===== src/rtl/capseq_pkg.sv =====
package capseq_pkg;
  typedef enum logic [1:0] {GRP_NONE, GRP_SPLIT, GRP_RC1, GRP_RC2} grp_e;

  // Number of trigger events in the split phase: step 1 is a single pairing,
  // step j>=2 has 2^(j-2) sub-steps, and time-spread steps double their count.
  function automatic int split_events(int steps, int spread);
    int tot;
    int base;
    tot = 0;
    for (int j = 1; j <= steps; j++) begin
      base = (j == 1) ? 1 : (1 << (j - 2));
      tot += (j <= spread) ? 2 * base : base;
    end
    return tot;
  endfunction
endpackage


===== src/rtl/capseq_trig.sv =====
module capseq_trig #(
  parameter int              SKIP_W   = 3,
  parameter logic [SKIP_W-1:0] SKIP_DEF = 3'd2
) (
  input  logic              clk,
  input  logic              rst_n,
  input  logic              raw_i,
  input  logic              apply_i,
  input  logic              hold_i,
  input  logic              skip_wr_i,
  input  logic [SKIP_W-1:0] skip_val_i,
  output logic              fire_o,
  output logic              window_o
);
  logic              prev_q;
  logic [SKIP_W-1:0] len_q;
  logic [SKIP_W-1:0] cnt_q;

  always_ff @(posedge clk) begin
    if (!rst_n) begin
      prev_q <= 1'b0;
      len_q  <= SKIP_DEF;
      cnt_q  <= '0;
    end else begin
      prev_q <= raw_i;
      if (skip_wr_i) len_q <= skip_val_i;
      if (apply_i)            cnt_q <= len_q;
      else if (cnt_q != '0)   cnt_q <= cnt_q - 1'b1;
    end
  end

  assign window_o = (cnt_q != '0);
  assign fire_o   = raw_i & ~prev_q & ~window_o & ~hold_i;


  edge_only_chk: assert property (@(posedge clk) disable iff (!rst_n)
    fire_o |=> !fire_o);


  window_load_chk: assert property (@(posedge clk) disable iff (!rst_n)
    apply_i && (len_q != '0) && !skip_wr_i |=> window_o);
endmodule


===== src/rtl/capseq_ctrl.sv =====
module capseq_ctrl #(
  parameter int IDX_W    = 5,
  parameter int DLV_LAST = 18,
  parameter int CHG_LAST = 11
) (
  input  logic             clk,
  input  logic             rst_n,
  input  logic             mode_i,
  input  logic             fire_i,
  output logic             chg_q,
  output logic [IDX_W-1:0] idx_q,
  output logic             bbm_q,
  output logic             depleted_q,
  output logic             apply_o,
  output logic             restart_o
);
  logic [IDX_W-1:0] tgt_q;
  logic             at_end;

  assign restart_o = (mode_i != chg_q);
  assign at_end    = chg_q ? (idx_q == IDX_W'(CHG_LAST)) : (idx_q == IDX_W'(DLV_LAST));
  assign apply_o   = bbm_q & ~restart_o;

  always_ff @(posedge clk) begin
    if (!rst_n) begin
      chg_q      <= 1'b0;
      idx_q      <= '0;
      tgt_q      <= '0;
      bbm_q      <= 1'b0;
      depleted_q <= 1'b0;
    end else if (restart_o) begin
      chg_q      <= mode_i;
      tgt_q      <= '0;
      bbm_q      <= 1'b1;
      depleted_q <= 1'b0;
    end else if (bbm_q) begin
      idx_q <= tgt_q;
      bbm_q <= 1'b0;
    end else if (fire_i) begin
      if (at_end) begin
        if (!chg_q) depleted_q <= 1'b1;
      end else begin
        tgt_q <= idx_q + 1'b1;
        bbm_q <= 1'b1;
      end
    end
  end


  bbm_single_chk: assert property (@(posedge clk) disable iff (!rst_n)
    bbm_q && !restart_o |=> !bbm_q);


  depleted_hold_chk: assert property (@(posedge clk) disable iff (!rst_n)
    depleted_q && !restart_o |=> depleted_q);


  depleted_pos_chk: assert property (@(posedge clk) disable iff (!rst_n)
    depleted_q |-> !chg_q && !bbm_q && (idx_q == IDX_W'(DLV_LAST)));


  idx_step_chk: assert property (@(posedge clk) disable iff (!rst_n)
    !$stable(idx_q) |-> (idx_q == $past(idx_q) + 1'b1) || (idx_q == '0));
endmodule


===== src/rtl/capseq_dec.sv =====
module capseq_dec
  import capseq_pkg::*;
#(
  parameter int IDX_W   = 5,
  parameter int SPLIT_W = 22,
  parameter int RC1_W   = 60,
  parameter int RC2_W   = 13,
  parameter int RAIL_W  = 24,
  parameter int SPLIT_N = 6,
  parameter int RC1_N   = 8,
  parameter int RC2_N   = 4
) (
  input  logic               clk,
  input  logic               rst_n,
  input  logic               chg_i,
  input  logic [IDX_W-1:0]   idx_i,
  input  logic               bbm_i,
  output logic [SPLIT_W-1:0] split_en_o,
  output logic [RC1_W-1:0]   rc1_en_o,
  output logic [RC2_W-1:0]   rc2_en_o,
  output logic [RAIL_W-1:0]  rail_en_o
);
  localparam int RAIL_PAR = 0;
  localparam int RAIL_SPL = 1;
  localparam int RAIL_RC1 = 2;
  localparam int RAIL_RC2 = 3;
  localparam int RAIL_CHG = 4;

  grp_e grp;
  int   pos;
  int   rail_sel;
  int   iv;
  int   rec;

  always_comb begin
    grp      = GRP_NONE;
    pos      = 0;
    rail_sel = RAIL_PAR;
    iv       = int'(idx_i);
    rec      = 0;
    if (!chg_i) begin
      if (iv == 0) begin
        rail_sel = RAIL_PAR;
      end else if (iv <= SPLIT_N) begin
        grp = GRP_SPLIT; pos = iv - 1; rail_sel = RAIL_SPL;
      end else if (iv <= SPLIT_N + RC1_N) begin
        grp = GRP_RC1; pos = iv - 1 - SPLIT_N; rail_sel = RAIL_RC1;
      end else begin
        grp = GRP_RC2; pos = iv - 1 - SPLIT_N - RC1_N; rail_sel = RAIL_RC2;
      end
    end else begin
      rec      = RC1_N + RC2_N - 1 - iv;
      rail_sel = RAIL_CHG;
      if (rec < RC1_N) begin
        grp = GRP_RC1; pos = rec;
      end else begin
        grp = GRP_RC2; pos = rec - RC1_N;
      end
    end
  end

  for (genvar k = 0; k < SPLIT_W; k++) begin : g_split
    assign split_en_o[k] = !bbm_i && (grp == GRP_SPLIT) && (pos == k);
  end
  for (genvar k = 0; k < RC1_W; k++) begin : g_rc1
    assign rc1_en_o[k] = !bbm_i && (grp == GRP_RC1) && (pos == k);
  end
  for (genvar k = 0; k < RC2_W; k++) begin : g_rc2
    assign rc2_en_o[k] = !bbm_i && (grp == GRP_RC2) && (pos == k);
  end
  for (genvar k = 0; k < RAIL_W; k++) begin : g_rail
    assign rail_en_o[k] = !bbm_i && (rail_sel == k);
  end


  grp_onehot_chk: assert property (@(posedge clk) disable iff (!rst_n)
    !bbm_i |-> $onehot(rail_en_o) && ($countones({split_en_o, rc1_en_o, rc2_en_o}) <= 1));
endmodule


===== src/rtl/capseq_top.sv =====
module capseq_top
  import capseq_pkg::*;
#(
  parameter int              SPLIT_W     = 22,
  parameter int              RC1_W       = 60,
  parameter int              RC2_W       = 13,
  parameter int              RAIL_W      = 24,
  parameter int              SPLIT_STEPS = 3,
  parameter int              SPREAD_STEPS = 2,
  parameter int              RC1_N       = 8,
  parameter int              RC2_N       = 4,
  parameter int              SKIP_W      = 3,
  parameter logic [SKIP_W-1:0] SKIP_DEF  = 3'd2
) (
  input  logic               clk,
  input  logic               rst_n,
  input  logic               mode_chg_i,
  input  logic               below_min_i,
  input  logic               at_batt_i,
  input  logic               skip_wr_i,
  input  logic [SKIP_W-1:0]  skip_val_i,
  output logic [SPLIT_W-1:0] split_en_o,
  output logic [RC1_W-1:0]   rc1_en_o,
  output logic [RC2_W-1:0]   rc2_en_o,
  output logic [RAIL_W-1:0]  rail_en_o,
  output logic               depleted_o
);
  localparam int SPLIT_N  = split_events(SPLIT_STEPS, SPREAD_STEPS);
  localparam int DLV_LAST = SPLIT_N + RC1_N + RC2_N;
  localparam int CHG_LAST = RC1_N + RC2_N - 1;
  localparam int IDX_W    = $clog2(DLV_LAST + 1);

  logic             chg;
  logic [IDX_W-1:0] idx;
  logic             bbm;
  logic             apply;
  logic             restart;
  logic             fire;
  logic             window;
  logic             raw;

  assign raw = chg ? at_batt_i : below_min_i;

  capseq_trig #(.SKIP_W(SKIP_W), .SKIP_DEF(SKIP_DEF)) u_trig (
    .clk(clk), .rst_n(rst_n), .raw_i(raw), .apply_i(apply), .hold_i(bbm),
    .skip_wr_i(skip_wr_i), .skip_val_i(skip_val_i),
    .fire_o(fire), .window_o(window)
  );

  capseq_ctrl #(.IDX_W(IDX_W), .DLV_LAST(DLV_LAST), .CHG_LAST(CHG_LAST)) u_ctrl (
    .clk(clk), .rst_n(rst_n), .mode_i(mode_chg_i), .fire_i(fire),
    .chg_q(chg), .idx_q(idx), .bbm_q(bbm), .depleted_q(depleted_o),
    .apply_o(apply), .restart_o(restart)
  );

  capseq_dec #(
    .IDX_W(IDX_W), .SPLIT_W(SPLIT_W), .RC1_W(RC1_W), .RC2_W(RC2_W), .RAIL_W(RAIL_W),
    .SPLIT_N(SPLIT_N), .RC1_N(RC1_N), .RC2_N(RC2_N)
  ) u_dec (
    .clk(clk), .rst_n(rst_n), .chg_i(chg), .idx_i(idx), .bbm_i(bbm),
    .split_en_o(split_en_o), .rc1_en_o(rc1_en_o), .rc2_en_o(rc2_en_o), .rail_en_o(rail_en_o)
  );


  skip_drop_chk: assert property (@(posedge clk) disable iff (!rst_n)
    window && !bbm && !restart |=> !bbm);
endmodule


===== config.mk =====
export PLATFORM = sky130hd
export DESIGN_NAME = capseq_top
export DESIGN_NICKNAME = d
export VERILOG_FILES = /design/src/rtl/capseq_pkg.sv /design/src/rtl/capseq_trig.sv /design/src/rtl/capseq_ctrl.sv /design/src/rtl/capseq_dec.sv /design/src/rtl/capseq_top.sv
export SDC_FILE = /design/constraint.sdc
export NUM_CORES = 1
export LEC_CHECK = 0
export ABC_AREA = 1
export BUFFER_PORTS_ARGS = -buffer_cell sky130_fd_sc_hd__buf_2
export CAP_MARGIN = 40
export CORE_MARGIN = 1.5
export CORE_UTILIZATION = 49
export DETAILED_ROUTE_END_ITERATION = 8
export PLACE_DENSITY = 0.92
export SLEW_MARGIN = 20
export SYNTH_ARGS = -nofsm -noshare
export SYNTH_HDL_FRONTEND = slang
export SYNTH_SLANG_ARGS = --single-unit

===== constraint.sdc =====
create_clock -name clk -period 4.77 [get_ports clk]
set_input_delay 0.2385 -clock clk [delete_from_list [all_inputs] [get_ports clk]]
set_output_delay 0.2385 -clock clk [all_outputs]
set_load 0.02 [all_outputs]

# --- Word level (Yosys, flattened, before mapping) ---
# Cells that the tools add are included.
word_totals:
  output_inout_bits: 120
  reg_bits: 20
  input_bits: 9
op_classes:
  mux: 22
  n_reduce_logical: 132
  add_sub_neg: 7
  bitwise_logic: 11
  order_cmp: 3
  n_eq_ne: 88
op_table:
  columns: ["op", "count"]
  rows:
  - ["32-bit by 7-bit == test with 1-bit output, second input constant", 28]
  - ["32-bit by 6-bit == test with 1-bit output, second input constant", 24]
  - ["32-bit by 5-bit == test with 1-bit output, second input constant", 16]
  - ["32-bit by 4-bit == test with 1-bit output, second input constant", 8]
  - ["32-bit 2-to-1 mux", 8]
  - ["32-bit by 3-bit == test with 1-bit output, second input constant", 4]
  - ["1-bit logical AND", 122]
  - ["32-bit by 2-bit == test with 1-bit output, second input constant", 2]
  - ["32-bit logical NOT", 2]
  - ["32-bit by 5-bit subtractor with 32-bit output, second input constant", 2]
  - ["32-bit by 5-bit less-than comparator with 1-bit output, second input constant", 1]
  - ["32-bit by 4-bit subtractor with 32-bit output, second input constant", 1]
  - ["1-bit 2-to-1 mux", 9]
  - ["1-bit NOT", 7]
  - ["2-bit 2-to-1 mux", 3]
  - ["3-bit 2-to-1 mux", 2]
  - ["4-bit by 5-bit subtractor with 6-bit output, first input constant", 1]
  - ["5-bit by 1-bit subtractor with 6-bit output, second input constant", 1]
  - ["5-bit by 1-bit adder with 5-bit output, second input constant", 1]
  - ["5-bit by 4-bit == test with 1-bit output, second input constant", 1]
  - ["5-bit == test, second input constant", 1]
  - ["5-bit by 3-bit less-or-equal comparator with 1-bit output, second input constant", 1]
  - ["5-bit by 4-bit less-or-equal comparator with 1-bit output, second input constant", 1]
  - ["5-bit logical NOT", 1]
  - ["other kinds (12)", 16]

# --- Depth between registers and ports, before layout ---
depth:
  depth_word: 9
  mapped_depth: 24
  ltp_nobuf: 22

# --- Cells and area by module ---
# Synthesis repeated with hierarchy kept, for this count alone.
unflattened:
  cells_unflattened: 484
  hier_area_um2: 2795.2
modules_own_cells:
  columns: ["module", "seq_area_each_um2", "area_per_inst_um2", "cells_per_inst", "n_inst"]
  rows:
  - ["capseq_dec", 0.0, 1766.7, 333, 1]
  - ["capseq_ctrl", 260.2, 646.9, 91, 1]
  - ["capseq_trig", 140.1, 366.6, 56, 1]
  - ["capseq_top", 0.0, 15.0, 4, 1]

# --- Least setup slack after synthesis ---
# No wires, ideal clock.
synth_timing:
  kind: "reg-to-output"
  start: "reg u_ctrl.idx_q[1]"
  end: "out rc1_en_o[22]"
  t_arrival_ns: 3.451
  path_buffers: 1
  slack_ns: 1.080
  path_stages_with_launch: 24
  cell_sequence: "dfxtp_1 > inv_1 > ha_1 > inv_1 > nand2_2 > nand2_1 > inv_1 > ha_1 > inv_1 > nand3_1 > ha_1 > nor2_1 > inv_1 > nor2_1 > nand2_1 > nand3b_1 > nor2_2 > nand2_1 > nand2_1 > nand3_2 > a21oi_4 > inv_2 > buf_2 > nor3_1"
synth_between:
  elab_chain_len: 9
synth_rtl:
  columns: ["element", "line", "text"]
  rows:
  - ["from (decl)", "capseq_ctrl.sv:11", "output logic [IDX_W-1:0] idx_q,"]
  - ["from (signal assigned)", "capseq_ctrl.sv:37", "idx_q <= tgt_q;"]
  - ["5-bit by 1-bit subtractor with 6-bit output", "capseq_dec.sv:45, capseq_dec.sv:47, capseq_dec.sv:49", null]
  - ["32-bit by 4-bit subtractor with 32-bit output", "capseq_dec.sv:47, capseq_dec.sv:49", null]
  - ["32-bit by 5-bit subtractor with 32-bit output", "capseq_dec.sv:49", "grp = GRP_RC2; pos = iv - 1 - SPLIT_N - RC1_N; rail_sel = RAIL_RC2;"]
  - ["32-bit 2-to-1 mux", "capseq_dec.sv:46", "end else if (iv <= SPLIT_N + RC1_N) begin"]
  - ["32-bit 2-to-1 mux", "capseq_dec.sv:44", "end else if (iv <= SPLIT_N) begin"]
  - ["32-bit 2-to-1 mux", "capseq_dec.sv:42", "if (iv == 0) begin"]
  - ["32-bit 2-to-1 mux", "capseq_dec.sv:41", "if (!chg_i) begin"]
  - ["32-bit by 6-bit == test with 1-bit output", "capseq_dec.sv:66", "assign rc1_en_o[k] = !bbm_i && (grp == GRP_RC1) && (pos == k);"]
  - ["1-bit logical AND (*)", "capseq_dec.sv:66", null]
  - ["to (decl)", "capseq_top.sv:23", "output logic [RC1_W-1:0] rc1_en_o,"]
# Mark *: on every way between the ends. The rest lies on a longest branch, timed or not.

# --- Final worst setup path ---
layout_timing:
  start: "reg u_ctrl.idx_q[0]"
  end: "out rc1_en_o[39]"
layout_between:
  elab_chain_len: 9
layout_rtl:
  columns: ["element", "line"]
  rows:
  - ["5-bit by 1-bit subtractor with 6-bit output", "capseq_dec.sv:45, capseq_dec.sv:47, capseq_dec.sv:49"]
  - ["32-bit by 4-bit subtractor with 32-bit output", "capseq_dec.sv:47, capseq_dec.sv:49"]
  - ["32-bit by 5-bit subtractor with 32-bit output", "capseq_dec.sv:49"]
  - ["32-bit 2-to-1 mux", "capseq_dec.sv:46"]
  - ["32-bit 2-to-1 mux", "capseq_dec.sv:44"]
  - ["32-bit 2-to-1 mux", "capseq_dec.sv:42"]
  - ["32-bit 2-to-1 mux", "capseq_dec.sv:41"]
  - ["32-bit by 7-bit == test with 1-bit output", "capseq_dec.sv:66"]
  - ["1-bit logical AND (*)", "capseq_dec.sv:66"]
# Marked as above.

==> results.py <==
metrics = {
    "worst_hold_path": {
        "worstHoldPathType": "input port to flip-flop",
        "hold_start": "mode_chg_i",
    },
    "cts": {
        "path_clk_slew_ns": 0.06,
        "cts_sinks": 20,
        "cts_inserted_buffers": 3,
        "clk-insertion-delay-late_ns": 0.26,
        "cts_tree": "done",
        "cts_max_level": 1,
        "holdBufCountCts": 0,
        "clockBufferDepth": 2,
        "cts-root-buf": "clkbuf_8",
    },
    "route": {
        "drt_pass1_iterations": 5,
        "postRouteAntennaNets": 0,
        "vias": 3393,
        "routed_wirelength_mm": 8.023,
        "drtIter0Drc": 245,
        "drc_errors": 0,
        "wl_per_cell_um": 12.29,
        "viasPerCell": 5.196,
    },
    "outcome": {
        "status": "complete, no violations",
    },
    "pwr": {
        "switching_share": 0.5728,
        "pwr_density_cell_nw_per_um2": 318.8,
        "p_sw_mw": 0.6232,
        "combPwrFrac": 0.702,
        "p_int_mw": 0.4648,
        "clock_power_share": 0.098,
        "p_seq_frac": 0.200,
        "peakVddDrop_mv": 0.3043,
        "power.leakage_nw": 1.781,
    },
    "critical_path": {
        "worstSetupStartpoint": "u_ctrl.idx_q[0]$_SDFFE_PN0P_",
        "r2r_slack_ns": 2.68,
        "r2r-start": "u_ctrl.chg_q$_SDFFE_PN0P_",
        "slowest_delay_ns": 0.40,
        "crit_slowest_cell": "dfxtp_1",
        "crit_type": "flip-flop to output port",
        "cp_common_cell": "inv_1",
        "required_ns": 4.53,
        "startpoint_type": "flip-flop",
        "endpoint_kind": "output port",
        "cp.arrival_ns": 4.16,
        "r2r-end": "u_trig.cnt_q[1]$_SDFFE_PN0P_",
        "r2r_cells": 7,
        "critPathMaxFanout": 16,
        "cp-endpoint": "rc1_en_o[39]",
        "crit_chain": "inv_1 > ha_1 > inv_1 > nand2_2 > nand2_1 > inv_1 > ha_1 > inv_1 > nand3_1 > ha_1 > nor2_1 > inv_1 > nor2_1 > nand2_1 > nand3b_1 > nor2_2 > nand2_1 > nand2_1 > nand3_2 > a21oi_4 > buf_4 > nand3_4 > nor2_1 > buf_2",
    },
    "finish": {
        "drive_gt1_frac": 0.2734,
        "multiInputGateArea_um2": 2158,
        "seq_area_um2": 401.6,
        "fillers": 582,
        "finalNonFillerCells": 653,
        "nets": 607,
        "diodes": 0,
        "syn_to_final_growth_pct": 13.57,
        "stdcell_area_um2": 3413,
    },
    "synth": {
        "yosysMostFrequentCell": "nor2_1",
        "netlist_top_cells_area": "nor2_1 14%, dfxtp_1 13%, buf_4 8.2%, nand2_1 7.7%, ha_1 7.5%",
        "ys.flop_type": "dfxtp_1",
        "synth_top_area_frac": 0.1386,
        "seq_area_frac_synth": 0.1332,
        "synth_area_leader_cell": "nor2_1",
        "synth.cells.most_frequent": "111 x nor2_1, 62 x nand2_1, 49 x inv_1",
        "yosys_warnings": 0,
        "avgSynthCellArea_um2": 6.084,
        "syn_inst": 494,
        "syn-cell-area_um2": 3005,
        "ys_async_sr_fraction": 0,
        "synth-edff-count": 0,
        "yosysUniqueCellTypes": 44,
        "synth_seq_cells": 20,
    },
    "sta": {
        "fin_crit_ns": 4.401,
        "setup_viol": 0,
        "max_freq_mhz": 227.2,
        "tightest_slew_ns": 0.7566,
        "max_slew_margin": 0.4951,
        "setup_slack_ns": 0.3686,
        "fin_skew_ns": 0.004054,
        "slew_viol_final": 0,
        "period_share": 0.9227,
        "hold_viol_final": 0,
        "holdWs_ns": 0.1878,
    },
    "global_route": {
        "grt_max_degree": 23,
        "grt_pass1_vias": 2852,
        "overflow": 0,
        "track_usage": 0.2341,
        "grt_pass1_wl_mm": 12.55,
        "antenna_found_initial": 0,
    },
    "die": {
        "fp.coreArea_um2": 5921,
        "die_h_um": 81.32,
        "rows": 28,
        "fp.dieW_um": 81.32,
        "initial_core_util": 0.5076,
        "die_area_um2": 6612,
        "pin_count": 129,
    },
    "placed_design": {
        "placed_cell_area_um2": 3348,
        "place_congestion": 0.9730,
        "place_inst": 648,
        "portBuffers": 95,
        "place_hpwl_mm": 6.448,
        "dpl_worst_slack_ns": 0.5997,
    },
    "job": {
        "drv_cap": 0,
    },
}
## cell type report
cell class	instances	share of cell area
tap	75	0.02749
sequential	20	0.1177
inverter	58	0.06452
multi-input combinational	399	0.6323
timing repair buffer	98	0.1459
clock buffer	3	0.01210
## cells by family (layout without fill, tap and decap cells)
group                    Yosys count  count (layout)  share of synthesized area
flip-flops                        20              20                     0.1332
AND/OR/NAND/NOR                  293             293                     0.4800
multiplexers                       1               1                   0.003331
other                              1              33                   0.001248
buffers and inverters            107             159                     0.1911
AO/OA/AOI/OAI                     50              50                     0.1045
adder cells (fa/ha/maj)           18              18                    0.07494
XOR/XNOR                           4               4                    0.01166
## routing by layer
metal	track usage	wire length [um]	part of all wire	vias up
met5	0	0	0	-
met4	0.07241	151	0.019	0
met3	0.02247	589	0.073	17
met2	0.4322	4070	0.51	160
met1	0.2813	3212	0.40	1503
li1	-	-	-	1713
## power by group through the flow
stage	Clock [mW]	Combinational, mW	Sequential, mW
after floorplan	0	0.652	0.210
after global placement	0	0.716	0.219
after detailed placement	0	0.741	0.221
after CTS	0.110	0.743	0.217
after global routing	0.117	0.852	0.222
final	0.107	0.763	0.218
## sequential cells by signal (all words and copies together) (netlist names)
name,cells
u_ctrl.tgt_q,5
u_trig.len_q,3
u_ctrl.chg_q,1
u_trig.prev_q,1
u_ctrl.bbm_q,1
u_trig.cnt_q,3
u_ctrl.idx_q,5
u_ctrl.depleted_q,1
## cells in the final DEF (no fill, tap or decap), drive strengths merged
cell type  count
nor2         121
buf           98
nand2         75
inv           56
nand3         47
conb          33
nor3          25
a21oi         21
dfxtp         20
o21ai         19
ha            18
nand4         17
a211oi         3
clkbuf         3
o211ai         3
xnor2          2
nand3b         2
clkinv         2
or2            2
nor4           2
xor2           2
a311oi         2
o21a           1
nor4b          1
and2           1
a41oi          1
mux2i          1
## critical path: cells and delay by family (launching register included)
family,cells,cell delay [ns]
AND/OR/NAND/NOR,13,1.49
AO/OA/AOI/OAI,1,0.24
flip-flops,1,0.40
buffers and inverters,7,0.98
adder cells (fa/ha/maj),3,0.81
## per-stage QoR
step           utilization  power (mW)   TNS (ns)
6_report            0.5765       1.088          0
5_1_grt             0.5765       1.191  -0.002055
4_1_cts             0.5725       1.070          0
3_5_place_dp        0.5655      0.9616          0
3_3_place_gp        0.5655      0.9346          0
2_1_floorplan            -      0.8622          0
## how the worst min path moves through the flow
stage / to / slack (ns) / cells past startpoint
2_1_floorplan: u_ctrl.chg_q$_SDFFE_PN0P_ / 0.33 / 2
3_3_place_gp: u_trig.len_q[1]$_SDFFE_PN1P_ / 0.44 / 2
3_5_place_dp: u_ctrl.chg_q$_SDFFE_PN0P_ / 0.45 / 3
4_1_cts: u_ctrl.chg_q$_SDFFE_PN0P_ / 0.18 / 3
5_1_grt: u_ctrl.chg_q$_SDFFE_PN0P_ / 0.21 / 3
6_report: u_ctrl.chg_q$_SDFFE_PN0P_ / 0.19 / 3
## repair_timing
item | CTS | global route
setup endpoints to repair | 0 | 36
resized for setup | 0 | 2
setup buffers | 0 | 1
Power figures use the tool's default switching activity.
